==> config.mk <==
export PLATFORM = sky130hd
export DESIGN_NAME = mdio_mgmt_slave
export DESIGN_NICKNAME = d
export VERILOG_FILES = /design/src/rtl/mdio_mgmt_pkg.sv /design/src/rtl/mdio_line_sync.sv /design/src/rtl/mdio_frame_rx.sv /design/src/rtl/mdio_reg_bank.sv /design/src/rtl/mdio_mgmt_slave.sv
export SDC_FILE = /design/constraint.sdc
export NUM_CORES = 1
export LEC_CHECK = 0
export ABC_AREA = 1
export BUFFER_PORTS_ARGS = -buffer_cell sky130_fd_sc_hd__clkbuf_2
export CAP_MARGIN = 20
export CORE_MARGIN = 2
export CORE_UTILIZATION = 60
export CTS_CLUSTER_DIAMETER = 80
export DETAILED_ROUTE_END_ITERATION = 8
export GPL_TIMING_DRIVEN = 0
export PLACE_DENSITY = 0.75
export SYNTH_ARGS = -nofsm -noshare
export SYNTH_HDL_FRONTEND = slang
export SYNTH_SLANG_ARGS = --single-unit
==> constraint.sdc <==
create_clock -name clk -period 2 [get_ports clk]
set_input_delay 0.1 -clock clk [delete_from_list [all_inputs] [get_ports clk]]
set_output_delay 0.1 -clock clk [all_outputs]
set_load 0.05 [all_outputs]
==> src/rtl/mdio_mgmt_pkg.sv <==
package mdio_mgmt_pkg;

  localparam int unsigned REG_W  = 16;
  localparam int unsigned ADDR_W = 5;

  typedef enum logic [2:0] {
    FS_HUNT, FS_START, FS_OPC, FS_PHYAD, FS_REGAD, FS_TURN1, FS_TURN2, FS_DATA
  } frame_state_e;

  localparam logic [1:0] OPC_RD = 2'b10;
  localparam logic [1:0] OPC_WR = 2'b01;

  localparam logic [ADDR_W-1:0] RA_CTRL  = 5'd0;
  localparam logic [ADDR_W-1:0] RA_STAT  = 5'd1;
  localparam logic [ADDR_W-1:0] RA_ID_HI = 5'd2;
  localparam logic [ADDR_W-1:0] RA_ID_LO = 5'd3;
  localparam logic [ADDR_W-1:0] RA_GATE  = 5'd16;
  localparam logic [ADDR_W-1:0] RA_POLL  = 5'd17;
  localparam logic [ADDR_W-1:0] RA_XCTL  = 5'd19;

  localparam logic [REG_W-1:0] STAT_CAPS = 16'h7809;

  // Organisation code as a transmitted bit stream: octets in order, each
  // octet least significant bit first; stream bit 1 lands at index 23.
  function automatic logic [23:0] code_stream(input logic [23:0] code);
    logic [23:0] s;
    s = '0;
    for (int o = 0; o < 3; o++) begin
      for (int b = 0; b < 8; b++) begin
        s[23 - 8*o - b] = code[23 - 8*o - 7 + b];
      end
    end
    return s;
  endfunction

endpackage

==> src/rtl/mdio_line_sync.sv <==
module mdio_line_sync #(
  parameter int unsigned STAGES = 2,
  parameter int unsigned LINES  = 2
) (
  input  logic             clk,
  input  logic             rst_n,
  input  logic [LINES-1:0] din,
  output logic [LINES-1:0] dout,
  output logic             edge_rise,
  output logic             edge_fall
);

  logic ref_prev;

  for (genvar g = 0; g < LINES; g++) begin : g_line
    logic [STAGES-1:0] chain;
    always_ff @(posedge clk or negedge rst_n) begin
      if (!rst_n) chain <= '0;
      else        chain <= {chain[STAGES-2:0], din[g]};
    end
    assign dout[g] = chain[STAGES-1];
  end

  // Edge detection on line 0, the reference clock line.
  always_ff @(posedge clk or negedge rst_n) begin
    if (!rst_n) ref_prev <= 1'b0;
    else        ref_prev <= dout[0];
  end

  assign edge_rise = dout[0] & ~ref_prev;
  assign edge_fall = ~dout[0] & ref_prev;

endmodule

==> src/rtl/mdio_frame_rx.sv <==
module mdio_frame_rx
  import mdio_mgmt_pkg::*;
#(
  parameter int unsigned PRE_MIN = 32
) (
  input  logic              clk,
  input  logic              rst_n,
  input  logic              mdc_rise,
  input  logic              mdc_fall,
  input  logic              mdio_bit,
  input  logic [ADDR_W-1:0] phy_addr,
  input  logic [REG_W-1:0]  rd_data,
  output logic              wr_stb,
  output logic              rd_stb,
  output logic [ADDR_W-1:0] reg_addr,
  output logic [REG_W-1:0]  wr_data,
  output logic              mdio_out,
  output logic              mdio_oe
);

  localparam int unsigned CNT_W = $clog2(PRE_MIN + 1);
  localparam int unsigned BIT_W = $clog2(REG_W);
  localparam logic [CNT_W-1:0] PRE_LIM = CNT_W'(PRE_MIN);
  localparam logic [BIT_W-1:0] LAST_BIT = BIT_W'(REG_W - 1);
  localparam logic [BIT_W-1:0] ADDR_LAST = BIT_W'(ADDR_W - 1);

  frame_state_e      st;
  logic [CNT_W-1:0]  pre_cnt;
  logic [BIT_W-1:0]  bit_cnt;
  logic [1:0]        opc;
  logic [ADDR_W-1:0] phy_q;
  logic [ADDR_W-1:0] reg_q;
  logic [REG_W-1:0]  sh;
  logic              is_rd;
  logic              cap_pend;
  logic              wr_pend;

  logic [ADDR_W-1:0] reg_next;
  logic              hdr_ok;

  assign reg_next = {reg_q[ADDR_W-2:0], mdio_bit};
  assign hdr_ok   = (phy_q == phy_addr) && ((opc == OPC_RD) || (opc == OPC_WR));

  always_ff @(posedge clk or negedge rst_n) begin
    if (!rst_n) begin
      st       <= FS_HUNT;
      pre_cnt  <= '0;
      bit_cnt  <= '0;
      opc      <= '0;
      phy_q    <= '0;
      reg_q    <= '0;
      sh       <= '0;
      is_rd    <= 1'b0;
      cap_pend <= 1'b0;
      wr_pend  <= 1'b0;
    end else begin
      cap_pend <= 1'b0;
      wr_pend  <= 1'b0;
      if (cap_pend) sh <= rd_data;
      if (mdc_rise) begin
        unique case (st)
          FS_HUNT: begin
            if (mdio_bit) begin
              if (pre_cnt != PRE_LIM) pre_cnt <= pre_cnt + 1'b1;
            end else begin
              if (pre_cnt == PRE_LIM) st <= FS_START;
              pre_cnt <= '0;
            end
          end
          FS_START: begin
            if (mdio_bit) begin
              st      <= FS_OPC;
              bit_cnt <= BIT_W'(1);
            end else begin
              st      <= FS_HUNT;
            end
          end
          FS_OPC: begin
            opc <= {opc[0], mdio_bit};
            if (bit_cnt == '0) begin
              st      <= FS_PHYAD;
              bit_cnt <= ADDR_LAST;
            end else begin
              bit_cnt <= bit_cnt - 1'b1;
            end
          end
          FS_PHYAD: begin
            phy_q <= {phy_q[ADDR_W-2:0], mdio_bit};
            if (bit_cnt == '0) begin
              st      <= FS_REGAD;
              bit_cnt <= ADDR_LAST;
            end else begin
              bit_cnt <= bit_cnt - 1'b1;
            end
          end
          FS_REGAD: begin
            reg_q <= reg_next;
            if (bit_cnt == '0) begin
              if (hdr_ok) begin
                st       <= FS_TURN1;
                is_rd    <= (opc == OPC_RD);
                cap_pend <= (opc == OPC_RD);
              end else begin
                st       <= FS_HUNT;
                pre_cnt  <= '0;
              end
            end else begin
              bit_cnt <= bit_cnt - 1'b1;
            end
          end
          FS_TURN1: st <= FS_TURN2;
          FS_TURN2: begin
            st      <= FS_DATA;
            bit_cnt <= LAST_BIT;
          end
          FS_DATA: begin
            if (!is_rd) sh <= {sh[REG_W-2:0], mdio_bit};
            if (bit_cnt == '0) begin
              st      <= FS_HUNT;
              pre_cnt <= '0;
              wr_pend <= !is_rd;
            end else begin
              bit_cnt <= bit_cnt - 1'b1;
            end
          end
          default: st <= FS_HUNT;
        endcase
      end
    end
  end

  // Launch side: new line values change on falling management-clock edges.
  always_ff @(posedge clk or negedge rst_n) begin
    if (!rst_n) begin
      mdio_oe  <= 1'b0;
      mdio_out <= 1'b0;
    end else if (mdc_fall) begin
      mdio_oe  <= is_rd && ((st == FS_TURN2) || (st == FS_DATA));
      mdio_out <= (st == FS_DATA) ? sh[bit_cnt] : 1'b0;
    end
  end

  assign rd_stb   = cap_pend;
  assign wr_stb   = wr_pend;
  assign reg_addr = reg_q;
  assign wr_data  = sh;

endmodule

==> src/rtl/mdio_reg_bank.sv <==
module mdio_reg_bank
  import mdio_mgmt_pkg::*;
#(
  parameter logic [23:0] ORG_CODE = 24'h00A0BE,
  parameter logic [5:0]  MODEL    = 6'h04,
  parameter logic [3:0]  REV      = 4'h3
) (
  input  logic              clk,
  input  logic              rst_n,
  input  logic              wr_stb,
  input  logic              rd_stb,
  input  logic [ADDR_W-1:0] addr,
  input  logic [REG_W-1:0]  wr_data,
  output logic [REG_W-1:0]  rd_data,
  input  logic              link_up,
  input  logic              an_complete,
  input  logic              remote_fault,
  input  logic              jabber,
  input  logic              false_carrier,
  output logic              loopback_en,
  output logic              speed_sel,
  output logic              an_enable,
  output logic              power_down,
  output logic              full_duplex,
  output logic [1:0]        xover_mode,
  output logic              tx_tristate,
  output logic              ovr_gate,
  output logic              sw_rst,
  output logic              rf_latch
);

  localparam logic [23:0] STREAM = code_stream(ORG_CODE);
  localparam logic [REG_W-1:0] ID_HI = STREAM[21:6];
  localparam logic [REG_W-1:0] ID_LO = {STREAM[5:0], MODEL, REV};

  logic jab_latch;
  logic fc_latch;
  logic rd_stat;
  logic rd_poll;

  assign sw_rst  = wr_stb && (addr == RA_CTRL) && wr_data[15];
  assign rd_stat = rd_stb && (addr == RA_STAT);
  assign rd_poll = rd_stb && (addr == RA_POLL);

  always_ff @(posedge clk or negedge rst_n) begin
    if (!rst_n) begin
      loopback_en <= 1'b0;
      speed_sel   <= 1'b1;
      an_enable   <= 1'b1;
      power_down  <= 1'b0;
      full_duplex <= 1'b0;
      xover_mode  <= 2'b11;
      tx_tristate <= 1'b0;
      ovr_gate    <= 1'b0;
    end else if (sw_rst) begin
      loopback_en <= 1'b0;
      speed_sel   <= 1'b1;
      an_enable   <= 1'b1;
      power_down  <= 1'b0;
      full_duplex <= 1'b0;
      xover_mode  <= 2'b11;
      tx_tristate <= 1'b0;
      ovr_gate    <= 1'b0;
    end else if (wr_stb) begin
      if (addr == RA_CTRL) begin
        loopback_en <= wr_data[14];
        speed_sel   <= wr_data[13];
        an_enable   <= wr_data[12];
        power_down  <= wr_data[11];
        full_duplex <= wr_data[8];
      end
      if (addr == RA_XCTL) begin
        tx_tristate <= wr_data[7];
        if (ovr_gate) xover_mode <= wr_data[9:8];
      end
      ovr_gate <= (addr == RA_GATE) && wr_data[15];
    end
  end

  // Latching-high status: hold once seen, fall back to live after a read.
  always_ff @(posedge clk or negedge rst_n) begin
    if (!rst_n) begin
      rf_latch  <= 1'b0;
      jab_latch <= 1'b0;
      fc_latch  <= 1'b0;
    end else begin
      rf_latch  <= (rd_stat || sw_rst) ? remote_fault  : (rf_latch  | remote_fault);
      jab_latch <= (rd_stat || sw_rst) ? jabber        : (jab_latch | jabber);
      fc_latch  <= (rd_poll || sw_rst) ? false_carrier : (fc_latch  | false_carrier);
    end
  end

  always_comb begin
    rd_data = '0;
    unique case (addr)
      RA_CTRL:  rd_data = {1'b0, loopback_en, speed_sel, an_enable, power_down,
                           2'b00, full_duplex, 8'h00};
      RA_STAT:  rd_data = STAT_CAPS | {10'b0, an_complete, rf_latch | remote_fault,
                           1'b0, link_up, jab_latch | jabber, 1'b0};
      RA_ID_HI: rd_data = ID_HI;
      RA_ID_LO: rd_data = ID_LO;
      RA_GATE:  rd_data = {ovr_gate, 15'b0};
      RA_POLL:  rd_data = {speed_sel, full_duplex, 5'b0, fc_latch | false_carrier,
                           3'b0, an_complete, 3'b0, link_up};
      RA_XCTL:  rd_data = {6'b0, xover_mode, tx_tristate, 7'b0};
      default:  rd_data = '0;
    endcase
  end

endmodule

==> src/rtl/mdio_mgmt_slave.sv <==
module mdio_mgmt_slave
  import mdio_mgmt_pkg::*;
#(
  parameter int unsigned SYNC_STAGES = 2,
  parameter int unsigned PRE_MIN     = 32,
  parameter logic [23:0] ORG_CODE    = 24'h00A0BE,
  parameter logic [5:0]  MODEL       = 6'h04,
  parameter logic [3:0]  REV         = 4'h3
) (
  input  logic       clk,
  input  logic       rst_n,
  input  logic [4:0] phy_addr,
  input  logic       mdc,
  input  logic       mdio_in,
  output logic       mdio_out,
  output logic       mdio_oe,
  input  logic       link_up,
  input  logic       an_complete,
  input  logic       remote_fault,
  input  logic       jabber,
  input  logic       false_carrier,
  output logic       loopback_en,
  output logic       speed_sel,
  output logic       an_enable,
  output logic       power_down,
  output logic       full_duplex,
  output logic [1:0] xover_mode,
  output logic       tx_tristate
);

  logic [1:0]        line_s;
  logic              mdc_rise;
  logic              mdc_fall;
  logic              wr_stb;
  logic              rd_stb;
  logic [ADDR_W-1:0] reg_addr;
  logic [REG_W-1:0]  wr_data;
  logic [REG_W-1:0]  rd_data;
  logic              ovr_gate;
  logic              sw_rst;
  logic              rf_latch;
  logic              mdc_s_unused;

  mdio_line_sync #(.STAGES(SYNC_STAGES), .LINES(2)) u_sync (
    .clk       (clk),
    .rst_n     (rst_n),
    .din       ({mdio_in, mdc}),
    .dout      (line_s),
    .edge_rise (mdc_rise),
    .edge_fall (mdc_fall)
  );

  assign mdc_s_unused = line_s[0];

  mdio_frame_rx #(.PRE_MIN(PRE_MIN)) u_rx (
    .clk      (clk),
    .rst_n    (rst_n),
    .mdc_rise (mdc_rise),
    .mdc_fall (mdc_fall & ~mdc_s_unused),
    .mdio_bit (line_s[1]),
    .phy_addr (phy_addr),
    .rd_data  (rd_data),
    .wr_stb   (wr_stb),
    .rd_stb   (rd_stb),
    .reg_addr (reg_addr),
    .wr_data  (wr_data),
    .mdio_out (mdio_out),
    .mdio_oe  (mdio_oe)
  );

  mdio_reg_bank #(.ORG_CODE(ORG_CODE), .MODEL(MODEL), .REV(REV)) u_bank (
    .clk           (clk),
    .rst_n         (rst_n),
    .wr_stb        (wr_stb),
    .rd_stb        (rd_stb),
    .addr          (reg_addr),
    .wr_data       (wr_data),
    .rd_data       (rd_data),
    .link_up       (link_up),
    .an_complete   (an_complete),
    .remote_fault  (remote_fault),
    .jabber        (jabber),
    .false_carrier (false_carrier),
    .loopback_en   (loopback_en),
    .speed_sel     (speed_sel),
    .an_enable     (an_enable),
    .power_down    (power_down),
    .full_duplex   (full_duplex),
    .xover_mode    (xover_mode),
    .tx_tristate   (tx_tristate),
    .ovr_gate      (ovr_gate),
    .sw_rst        (sw_rst),
    .rf_latch      (rf_latch)
  );

endmodule

-- After elaboration in Yosys (flattened, before gate mapping)
Cells that the tools add are included.
- flip-flop bits (word level): 63
- latch bits: 0
- bits in writable memories: 0
- bits in read-only memories: 0
- input bits: 14
- output and inout port bits: 10
- word-level logic and storage cells: 159
- memories: 0
- add/subtract/negate cells: 2
- $mul: 0
- divide/modulo/power cells: 0
- order comparisons: 1
- eq/ne operators: 28
- shift-type cells: 0
- muxes and demuxes: 61
- bitwise gates (word level): 8
- reduce and logical (&&, ||, !) cells: 33
- operator list (kind ; number):
    $pmux 16 s7 ; 1
    $mux 16 ; 4
    $mux 1 ; 32
    $mux 6 ; 5
    $pmux 3 s8 ; 1
    $mux 3 ; 7
    $pmux 6 s3 ; 1
    $pmux 4 s4 ; 1
    $eq 5x5->1 const B ; 3
    $eq 3x3->1 const B ; 4
    $mux 4 ; 3
    $eq 5x2->1 const B ; 2
    $mux 2 ; 5
    $ne 2x1->1 const B ; 5
    $reduce_and 2->1 ; 5
    $ne 2x2->1 const B ; 4
    $reduce_and 4->1 ; 2
    $reduce_bool 2->1 ; 4
    $logic_and 1x1->1 ; 7
    $reduce_and 7->1 ; 1
    $add 6x1->6 const B ; 1
    $eq 3x2->1 const B ; 2
    $eq 6x6->1 const B ; 1
    $ne 6x6->1 const B ; 1
    other kinds (22) ; 31

-- Longest topological paths before layout
Gate-level depths: netlist of the first run.
- depth after elaboration: 7
- depth in mapped cells: 11
- depth with buffers taken out: 11

-- Cells and area by module
Synthesis of the first run repeated with hierarchy kept, for this count alone.
- cell total of the unflattened synthesis: 501
- area total of the unflattened synthesis: 3706.1 um2
- by module, submodules not included (module ; times used ; cells each ; area an instance (um2) ; seq. area each (um2)):
    mdio_frame_rx ; 1 ; 368 ; 2703.8 ; 1151.1
    mdio_reg_bank ; 1 ; 120 ; 837.1 ; 305.3
    mdio_line_sync ; 1 ; 11 ; 155.1 ; 125.1
    mdio_mgmt_slave ; 1 ; 2 ; 10.0 ; 0.0

-- Least setup slack after synthesis of the first run
No wires, ideal clock.
- path kind: flip-flop to flip-flop
- start point: reg u_rx.bit_cnt[0]
- end point: reg u_rx.pre_cnt[2]
- setup time: 74 ps
- arrival: 1495 ps
- required time: 1926 ps
- setup slack: 431 ps
- stages on the path, launching flop included: 11
- buffers on the path: 1
- period minus slack after synthesis: 1569 ps
- cell sequence: dfrtp_1 clkinv_1 ha_1 nand3_1 nand2_1 nand2_1 nor2_2 nand2_2 buf_6 nand2_2 o21ai_2
- cells in the longest elaborated chain, start to end: 3
- elaborated cells on any way between the ends: 4
- those cells by class: 2 x eq/ne; 2 x reduce/logical
- RTL lines (item ; line ; text):
    start, declared ; mdio_frame_rx.sv:29 ; logic [BIT_W-1:0] bit_cnt;
    start signal, assigned ; mdio_frame_rx.sv:84 ; bit_cnt <= bit_cnt - 1'b1;
    start signal, assigned ; mdio_frame_rx.sv:93 ; bit_cnt <= bit_cnt - 1'b1;
    start signal, assigned ; mdio_frame_rx.sv:108 ; bit_cnt <= bit_cnt - 1'b1;
    $logic_not 4->1 (*) ; mdio_frame_rx.sv:98, mdio_frame_rx.sv:118 ;
    $ne 2x1->1 (no line) ; n/a ;
    $reduce_and 6->1 (no line) (*) ; n/a ;
    end signal, assigned ; mdio_frame_rx.sv:64 ; if (pre_cnt != PRE_LIM) pre_cnt <= pre_cnt + 1'b1;
    end, declared ; mdio_frame_rx.sv:28 ; logic [CNT_W-1:0] pre_cnt;
Mark *: on every way between the ends. The rest lies on a longest branch, timed or not.
A chain may end at the register's enable or synchronous reset.

-- Worst setup path after layout of the first run
- start point: reg u_rx.bit_cnt[1]
- end point: reg u_rx.pre_cnt[2]
Same word-level chain as after synthesis.

==> results of run 1 <==
[cell type report]
class,count,area share
clock buffer,16,0.0459
buffer,9,0.0124
inverter,63,0.0616
multi-input combinational,328,0.408
sequential,63,0.403
tap,72,0.0230
timing repair buffer,29,0.0453
[worst paths after layout]
path,to,from,slack (ns)
setup / recovery,u_rx.pre_cnt[2],u_rx.bit_cnt[1],0.20
hold / removal,u_rx.wr_data[5],an_complete,0.11
setup reg to reg,u_rx.pre_cnt[2],u_rx.bit_cnt[1],0.20
hold reg to reg,u_sync.g_line[1].chain[1],u_sync.g_line[1].chain[0],0.35
max in group asynchronous,u_rx.pre_cnt[5],rst_n,1.02
min in group asynchronous,u_bank.ovr_gate,rst_n,0.42
[per-layer routing]
layer,track usage,vias up
met1,0.328,1419
met3,0.0441,23
met2,0.435,84
met5,0,-
met4,0.159,0
li1,-,1573
[flip-flops by register name (all words and copies together) (netlist names), 2 cells and up]
register             flops
u_sync.g_line.chain      4
u_rx.phy_q               5
u_bank.xover_mode        2
u_rx.st                  3
u_rx.bit_cnt             4
u_rx.pre_cnt             6
u_rx.wr_data            16
u_rx.opc                 2
u_rx.reg_addr            5
[per-stage QoR]
stage | utilization | hold WS, ns | setup slack [ns] | std cells
6_report | 0.708 | 0.109 | 0.196 | 580
5_1_grt | 0.708 | 0.127 | 0.0869 | 580
4_1_cts | 0.706 | 0.0899 | 0.0478 | 580
3_5_place_dp | 0.663 | 0.210 | 0.0602 | 558
3_3_place_gp | 0.662 | 0.210 | 0.0799 | 558
2_1_floorplan | - | -0.196 | 0.431 | 463
[timing repair]
| item | CTS | global route |
|---|---|---|
| hold buffers | 6 | 0 |
| endpoints found under the hold margin | 64 | 0 |
| gates resized for setup | 0 | 2 |
| setup endpoints to repair | 0 | 7 |
[where the power goes]
group,switching [mW],internal [mW],total (mW),leakage [nW]
combinational,1.39,0.701,2.09,1.08
sequential,0.345,1.61,1.96,0.781
clock,0.468,0.555,1.02,0.0910
total,2.20,2.87,5.07,1.95
[kinds of logic (layout without fill, tap and decap cells)]
kind of cell             Yosys count  in the layout  synth area share
AO/OA/AOI/OAI                     89             89             0.143
XOR/XNOR                           3              3           0.00759
AND/OR/NAND/NOR                  231            231             0.292
flip-flops                        63             63             0.456
adder cells (fa/ha/maj)            5              5            0.0181
buffers and inverters             72            117            0.0827
[synthesized netlist by cell type (3+ instances only)]
cell type / number
inv_2: 6
nor2_2: 8
a21oi_1: 37
o21ai_1: 6
ha_1: 5
o21ai_0: 28
nand4_1: 10
a22oi_1: 4
buf_2: 3
dfstp_2: 4
nor2_4: 3
inv_1: 54
nand2_2: 8
nor2_1: 44
o211ai_1: 3
o21ai_2: 6
nand2_1: 122
dfrtp_1: 59
nand3_1: 32
clkbuf_1: 4
[worst max-delay path: stages (launching register included)]
cell and delay, ns:
dfrtp_1 0.43, inv_1 0.19, ha_1 0.20, nand3_2 0.19
nand2_1 0.15, nand2_1 0.07, nor2_2 0.10, nand2_2 0.08
buf_6 0.16, nand2_2 0.06, o21ai_2 0.05
==> impl_metrics.tcl, run 1 <==
set metrics [dict create \
    cts_tree "built" \
    drcViolationCount 0 \
    start_util 0.625 \
    nets 522 \
    ys_seq_elements 63 \
    num_rows 27 \
    first_pass_iters 4 \
    fmax_ghz 0.554 \
    finClkSkew_ns 0.00966 \
    gp_congestion 0.881 \
    dr.max_layer_used "met4" \
    finalMaxSlewViolations 0 \
    final_common_cell "nand2_1" \
    post_cts_buffers 0 \
    hpwl_mm 5.45 \
    critPathLaunchType "flop" \
    port_buffers 23 \
    multiInputGateArea_sq_um 1600 \
    syn_inst 463 \
    power_mw 5.07 \
    area_growth_pct 13.2 \
    grt_pass1_wl_mm 13.1 \
    irDropWorstVdd_mv 0.698 \
    routed-wl-met2_mm 3.66 \
    clkSlewWorstSetupHoldPaths_ns 0.07 \
    ctsRootBufferMaster "clkbuf_8" \
    final-hold-violation-count 0 \
    synth_ff_type "dfrtp_1" \
    critical_path_required_ns 2.23 \
    insertion_delay_ns 0.34 \
    drt-total-wl_mm 7.65 \
    diodes 0 \
    m1WireLength_mm 3.36 \
    setup_viol 0 \
    synth_edf_count 0 \
    cts_buffer_depth 2 \
    synth_top_area_share 0.426 \
    fin_crit_sh 0.902 \
    die_w_um 80.0 \
    ys_seq_area_frac 0.456 \
    yosysWarnings 0 \
    arrival_ns 2.03 \
    min_path_type "primary input to flop" \
    rr_worst_depth 10 \
    placed_area_sq_um 3670 \
    critPathKind "flop to flop" \
    gr-total-overflow 0 \
    rsz0062_at_grt "no" \
    grt_max_degree 64 \
    top_level_ports 24 \
    first_iter_violations 302 \
    die_h_um 80.0 \
    ys_top_cells_by_area "dfrtp_1, nand2_1, inv_1, a21oi_1, nor2_1" \
    path_max_fanout 10 \
    synth_top_cell_by_area "dfrtp_1" \
    async_flop_share 1.00 \
    holdPathStages 3 \
    track_usage 0.266 \
    htree_levels 3 \
    core_sq_um 5540 \
    wl_per_cell_um 13.2 \
    clock_sinks 63 \
    layout_common_cells "nand2_1, dfrtp_1, inv_1" \
    dieArea_sq_um 6400 \
    drv_cap 0 \
    synthesis.nets 482 \
    avgSynthCellArea_sq_um 7.48 \
    slew_headroom 0.444 \
    antenna_found_initial 0 \
    via_count 3099 \
    netlist_area_sq_um 3460 \
    synth_cell_type_count 32 \
    drive_gt1_frac 0.159 \
    leakage_nw 1.95 \
    vias_per_cell 5.34 \
    dr_wl_met3_um 324 \
    fin_tns_setup_ns 0 \
    grt_pass1_vias 2976 \
    tightest_slew_ns 0.834 \
    cts_buffers 9 \
    seq_area_sq_um 1580 \
    p_per_area_nw_per_um2 1290 \
    cp-end-kind "flop" \
    final_cell_area_sq_um 3920 \
    antenna_left 0 \
    fin_crit_ns 1.80 \
    status "completed" \
    fill_cells 491 \
]
(Power assumes the default switching activity.)
==> run 2, diff against run 1 <==
- ABC_AREA: 1 -> unset
==> impl_metrics.tcl, run 2 <==
set metrics [dict create \
    status "finished with violations" \
    violations "setup timing" \
    final_common_cell "dfrtp_1" \
    setup_viol 1 \
    drive_gt1_frac 0.242 \
    slew_headroom 0.436 \
    fill_cells 443 \
    diodes 0 \
    first_iter_violations 186 \
    dieArea_sq_um 6230 \
    ys_top_cells_by_count "dfrtp_1, nor2_1, nand2_1, a21oi_1, o21ai_0" \
    cts_tree "built" \
    fin_crit_ns 2.02 \
    htree_levels 3 \
    antenna_found_initial 0 \
    hpwl_mm 5.30 \
    critical_path_required_ns 2.21 \
    synth_cell_type_count 64 \
    gp_congestion 0.941 \
    final_cells 457 \
    layout_common_cells "dfrtp_1, nor2_1, nand2_1" \
    synthesis.nets 357 \
    drcViolationCount 0 \
    avgSynthCellArea_sq_um 9.97 \
    critPathLaunchType "flop" \
    ys_top_cells_by_area "dfrtp_1, mux2_2, nor2_1, nand2_1, dfstp_2" \
    die_h_um 78.9 \
    async_flop_share 1.00 \
    insertion_delay_ns 0.33 \
    largest_reg_flops 16 \
    syn_inst 338 \
    yosysWarnings 0 \
    antenna_left 0 \
    irDropWorstVdd_mv 0.723 \
    num_rows 27 \
    clkSlewWorstSetupHoldPaths_ns 0.06 \
    area_growth_pct 16.3 \
    path_max_fanout 6 \
    place_inst 433 \
    grt_pass1_vias 2689 \
    start_util 0.615 \
    nets 399 \
    synth_edf_count 0 \
    top_level_ports 24 \
    wl_per_cell_um 16.8 \
    yosysMostFrequentCell "dfrtp_1" \
    setup_ws_ns -0.0221 \
    fin_crit_sh 1.01 \
    first_pass_iters 5 \
    finClkSkew_ns 0.00672 \
    finalMaxSlewViolations 0 \
    ys_seq_area_frac 0.470 \
    die_w_um 78.9 \
    grt_pass1_wl_mm 12.8 \
    arrival_ns 2.23 \
    rsz0062_at_grt "yes" \
    grt_max_degree 64 \
    track_usage 0.269 \
    netlist_area_sq_um 3370 \
    cts_buffers 9 \
    drt-total-wl_mm 7.67 \
    cts_buffer_depth 2 \
    min_path_type "primary input to flop" \
    tightest_slew_ns 0.846 \
    core_sq_um 5470 \
    fmax_ghz 0.495 \
    ctsRootBufferMaster "clkbuf_8" \
    gr-total-overflow 0 \
    p_per_area_nw_per_um2 1210 \
    fin_util 0.716 \
    clock_sinks 63 \
    critPathKind "flop to flop" \
    pre_cts_ws_ns -0.142 \
    port_buffers 23 \
    synth_top_area_share 0.438 \
    ys_seq_elements 63 \
    final-hold-violation-count 0 \
    drv_cap 0 \
    vias_per_cell 6.12 \
    synth_top_cell_by_area "dfrtp_1" \
    via_count 2798 \
    synth_ff_type "dfrtp_1" \
    cp-end-kind "flop" \
    leakage_nw 1.68 \
]
run 2: through the flow:
stage          hold WS [ns]  power, mW  instance area (sq um)  setup TNS [ns]
6_report              0.152       4.75                   3920         -0.0221
4_1_cts               0.135       4.66                   3880        -0.00103
3_5_place_dp          0.210       3.61                   3600          -0.610
5_1_grt               0.174       5.08                   3920          -0.385
3_3_place_gp          0.210       3.55                   3600          -0.453
2_1_floorplan        -0.196       3.20                   3400               0
run 2: what timing repair did:
action,CTS,global route
endpoints found under the hold margin,64,0
buffers inserted,3,2
resized for setup,6,15
endpoints found under the setup margin,10,23
hold buffers,6,0
pin swaps,2,5
run 2: path summary, 6_finish.rpt:
kind | to | slack [ns] | start | cells past startpoint
max | u_rx.pre_cnt[0] | -0.02 | u_rx.bit_cnt[0] | 7
max in group asynchronous | u_rx.bit_cnt[1] | 0.98 | rst_n | 2
min in group asynchronous | u_rx.wr_data[10] | 0.43 | rst_n | 2
min | u_rx.wr_data[5] | 0.15 | an_complete | 3
max reg2reg | u_rx.pre_cnt[0] | -0.02 | u_rx.bit_cnt[0] | 7
min reg2reg | u_sync.g_line[0].chain[1] | 0.35 | u_sync.g_line[0].chain[0] | 0
run 2: area by class of cell:
cell class                      instances  area (sq um)  area share
Multi-Input combinational cell        241          1720       0.439
Sequential cell                        63          1580       0.404
Buffer                                 18          85.1      0.0217
Tap cell                               72          90.1      0.0230
Timing Repair Buffer                   34           215      0.0549
Inverter                               13          53.8      0.0137
Clock inverter                          1          5.00     0.00128
Clock buffer                           15           166      0.0425
run 2: cell families (layout without fill, tap and decap cells):
| group | count (synthesis) | in the layout | share of synthesized area |
|---|---|---|---|
| AO/OA/AOI/OAI | 90 | 90 | 0.190 |
| XOR/XNOR | 7 | 7 | 0.0182 |
| adder cells (fa/ha/maj) | 7 | 7 | 0.0245 |
| buffers and inverters | 34 | 81 | 0.0423 |
| flip-flops | 63 | 63 | 0.470 |
| multiplexers | 24 | 24 | 0.0918 |
| AND/OR/NAND/NOR | 113 | 113 | 0.164 |
run 2: power by group:
part	switching (mW)	internal (mW)
Clock	0.451	0.518
Combinational	1.01	0.868
Sequential	0.312	1.58
Total	1.78	2.97
run 2: worst max-delay path, cell delays in order (launching register included):
cell and delay [ns]:
dfrtp_1 0.42, inv_4 0.09, ha_4 0.12, or3b_4 0.38
and3_4 0.18, a211oi_4 0.31, nand2_1 0.11, mux2_4 0.29
run 2: metal layers:
metal | up-vias | global-route usage | wire (um)
li1 | 1312 | - | -
met4 | 0 | 0.0983 | 122
met1 | 1374 | 0.401 | 3640
met5 | - | 0 | 0
met2 | 94 | 0.395 | 3470
met3 | 18 | 0.0523 | 442
==> run 3, diff against run 2 <==
- SYNTH_HIERARCHICAL: unset -> 1
==> impl_metrics.tcl, run 3 <==
set metrics [dict create \
    status "finished with violations" \
    violations "setup timing" \
    placed_area_sq_um 3830 \
    first_pass_iters 4 \
    layout_common_cells "dfrtp_1, nand2_1, o21ai_0" \
    first_iter_violations 221 \
    ctsRootBufferMaster "clkbuf_8" \
    ys_seq_area_frac 0.440 \
    arrival_ns 2.23 \
    num_rows 28 \
    htree_levels 3 \
    via_count 2889 \
    fill_cells 426 \
    top_level_ports 24 \
    wl_per_cell_um 16.6 \
    critPathSlowestCell "dfrtp_1" \
    synthesis.nets 372 \
    nets 419 \
    avgSynthCellArea_sq_um 10.2 \
    clock_sinks 63 \
    die_h_um 81.4 \
    irDropWorstVdd_mv 0.961 \
    largest_reg_flops 16 \
    gr-total-overflow 0 \
    crit_top_cell "buf_6" \
    drt-total-wl_mm 7.99 \
    grt_pass1_wl_mm 13.2 \
    final_common_cell "dfrtp_1" \
    yosysMostFrequentCell "dfrtp_1" \
    drive_gt1_frac 0.291 \
    antenna_found_initial 0 \
    grt_pass1_vias 2670 \
    slew_headroom 0.421 \
    synth_top_area_share 0.411 \
    yosysWarnings 6 \
    final_cell_area_sq_um 4230 \
    finalMaxSlewViolations 0 \
    area_growth_pct 17.7 \
    insertion_delay_ns 0.35 \
    synth_cell_type_count 66 \
    netlist_area_sq_um 3600 \
    min_path_type "primary input to flop" \
    drcViolationCount 0 \
    gp_congestion 0.857 \
    core_sq_um 5850 \
    ys_seq_elements 63 \
    finClkSkew_ns 0.0118 \
    crit_chain "buf_6 > inv_4 > ha_4 > nor3b_4 > buf_6 > a31oi_4 > a311oi_4 > buf_12 > a21oi_2 > a41o_1" \
    crit_family "compound AO/OA/AOI/OAI gates" \
    synth_edf_count 0 \
    tightest_slew_ns 0.869 \
    antenna_left 0 \
    critPathKind "flop to flop" \
    setup_viol 1 \
    fin_crit_sh 1.00 \
    cts_buffers 9 \
    power_mw 4.98 \
    final-hold-violation-count 0 \
    diodes 0 \
    grt_max_degree 64 \
    drv_cap 0 \
    critical_path_required_ns 2.23 \
    ys_top_cells_by_area "dfrtp_1, mux2i_1, mux2_2, o21ai_0, nand2_1" \
    track_usage 0.268 \
    fmax_ghz 0.500 \
    cts_buffer_depth 2 \
    die_w_um 81.4 \
    port_buffers 23 \
    setup_ws_ns -0.00153 \
    async_flop_share 1.00 \
    cts_tree "built" \
    synth_top_cell_by_area "dfrtp_1" \
    vias_per_cell 6.01 \
    crit_buf_inv 4 \
    hpwl_mm 5.43 \
    leakage_nw 1.80 \
    fin_crit_ns 2.00 \
    dieArea_sq_um 6630 \
    syn_inst 354 \
    critPathLaunchType "flop" \
    ys_top_cells_by_count "dfrtp_1, nand2_1, o21ai_0, mux2i_1, nor2_1" \
    fin_util 0.723 \
    start_util 0.615 \
    path_max_fanout 8 \
    slowest_delay_ns 0.38 \
    synth_ff_type "dfrtp_1" \
    clkSlewWorstSetupHoldPaths_ns 0.07 \
    cp-end-kind "flop" \
    p_per_area_nw_per_um2 1180 \
    rsz0062_at_grt "yes" \
]
## run 3: worst paths after layout
| kind | start | depth (start not counted) | slack, ns | endpoint |
|---|---|---|---|---|
| min reg2reg | u_sync/g_line[0].chain[0] | 0 | 0.35 | u_sync/g_line[0].chain[1] |
| max reg2reg | u_rx/bit_cnt[0] | 10 | -0.002 | u_rx/pre_cnt[1] |
| min in group asynchronous | rst_n | 2 | 0.44 | u_rx/mdio_out |
| max in group asynchronous | rst_n | 2 | 0.97 | u_rx/bit_cnt[1] |
| min | an_complete | 4 | 0.21 | u_rx/wr_data[5] |
| max | u_rx/bit_cnt[0] | 10 | -0.002 | u_rx/pre_cnt[1] |
## run 3: final cells by class
cell class / count / area [sq um] / share of cell area
clock buffer: 11 / 151 / 0.0358
sequential: 63 / 1580 / 0.374
multi-input combinational: 252 / 1880 / 0.444
inverter: 15 / 58.8 / 0.0139
tap: 75 / 93.8 / 0.0222
clock inverter: 5 / 80.1 / 0.0189
buffer: 24 / 144 / 0.0340
timing repair buffer: 36 / 243 / 0.0573
## run 3: what timing repair did
action,CTS,global route
hold buffers,6,0
endpoints found under the hold margin,64,0
setup buffers,3,4
resized for setup,3,11
pin swaps,1,5
cloned,0,0
endpoints found under the setup margin,16,19
## run 3: tightest hold or removal path, cell delays in order
cell and delay (ns):
clkbuf_2 0.09, and2_1 0.13, mux2i_1 0.07, o21ai_0 0.13
## run 3: stage by stage
step,hold slack [ns],worst slack [ns],instances,setup TNS (ns)
6_report,0.208,-0.00153,481,-0.00153
2_1_floorplan,-0.196,0.0382,354,0
4_1_cts,0.201,0.00400,477,0
5_1_grt,0.261,-0.103,481,-0.400
3_3_place_gp,0.209,-0.167,452,-0.916
3_5_place_dp,0.210,-0.222,452,-1.40
## run 3: cells by family after synthesis
logic type,after synthesis,share of synthesized area
buffers and inverters,39,0.0536
muxes,40,0.130
and+or+nand+nor,132,0.207
AOI/OAI and AO/OA,69,0.138
adders and majority gates,5,0.0167
xor gates and xnor gates,6,0.0146
DFF,63,0.440
## run 3: where the power goes
part	switching (mW)	internal, mW	total, mW	leakage, nW
clock network	0.517	0.767	1.28	0.112
logic	1.05	0.855	1.91	0.907
registers	0.257	1.53	1.78	0.786
total	1.83	3.15	4.98	1.80
## run 3: routing by layer
layer	wire length, um	global-route usage	vias to the layer above
met3	411	0.0440	9
li1	-	-	1361
met4	127	0.122	0
met1	3700	0.390	1418
met2	3750	0.393	101
met5	0	0	-
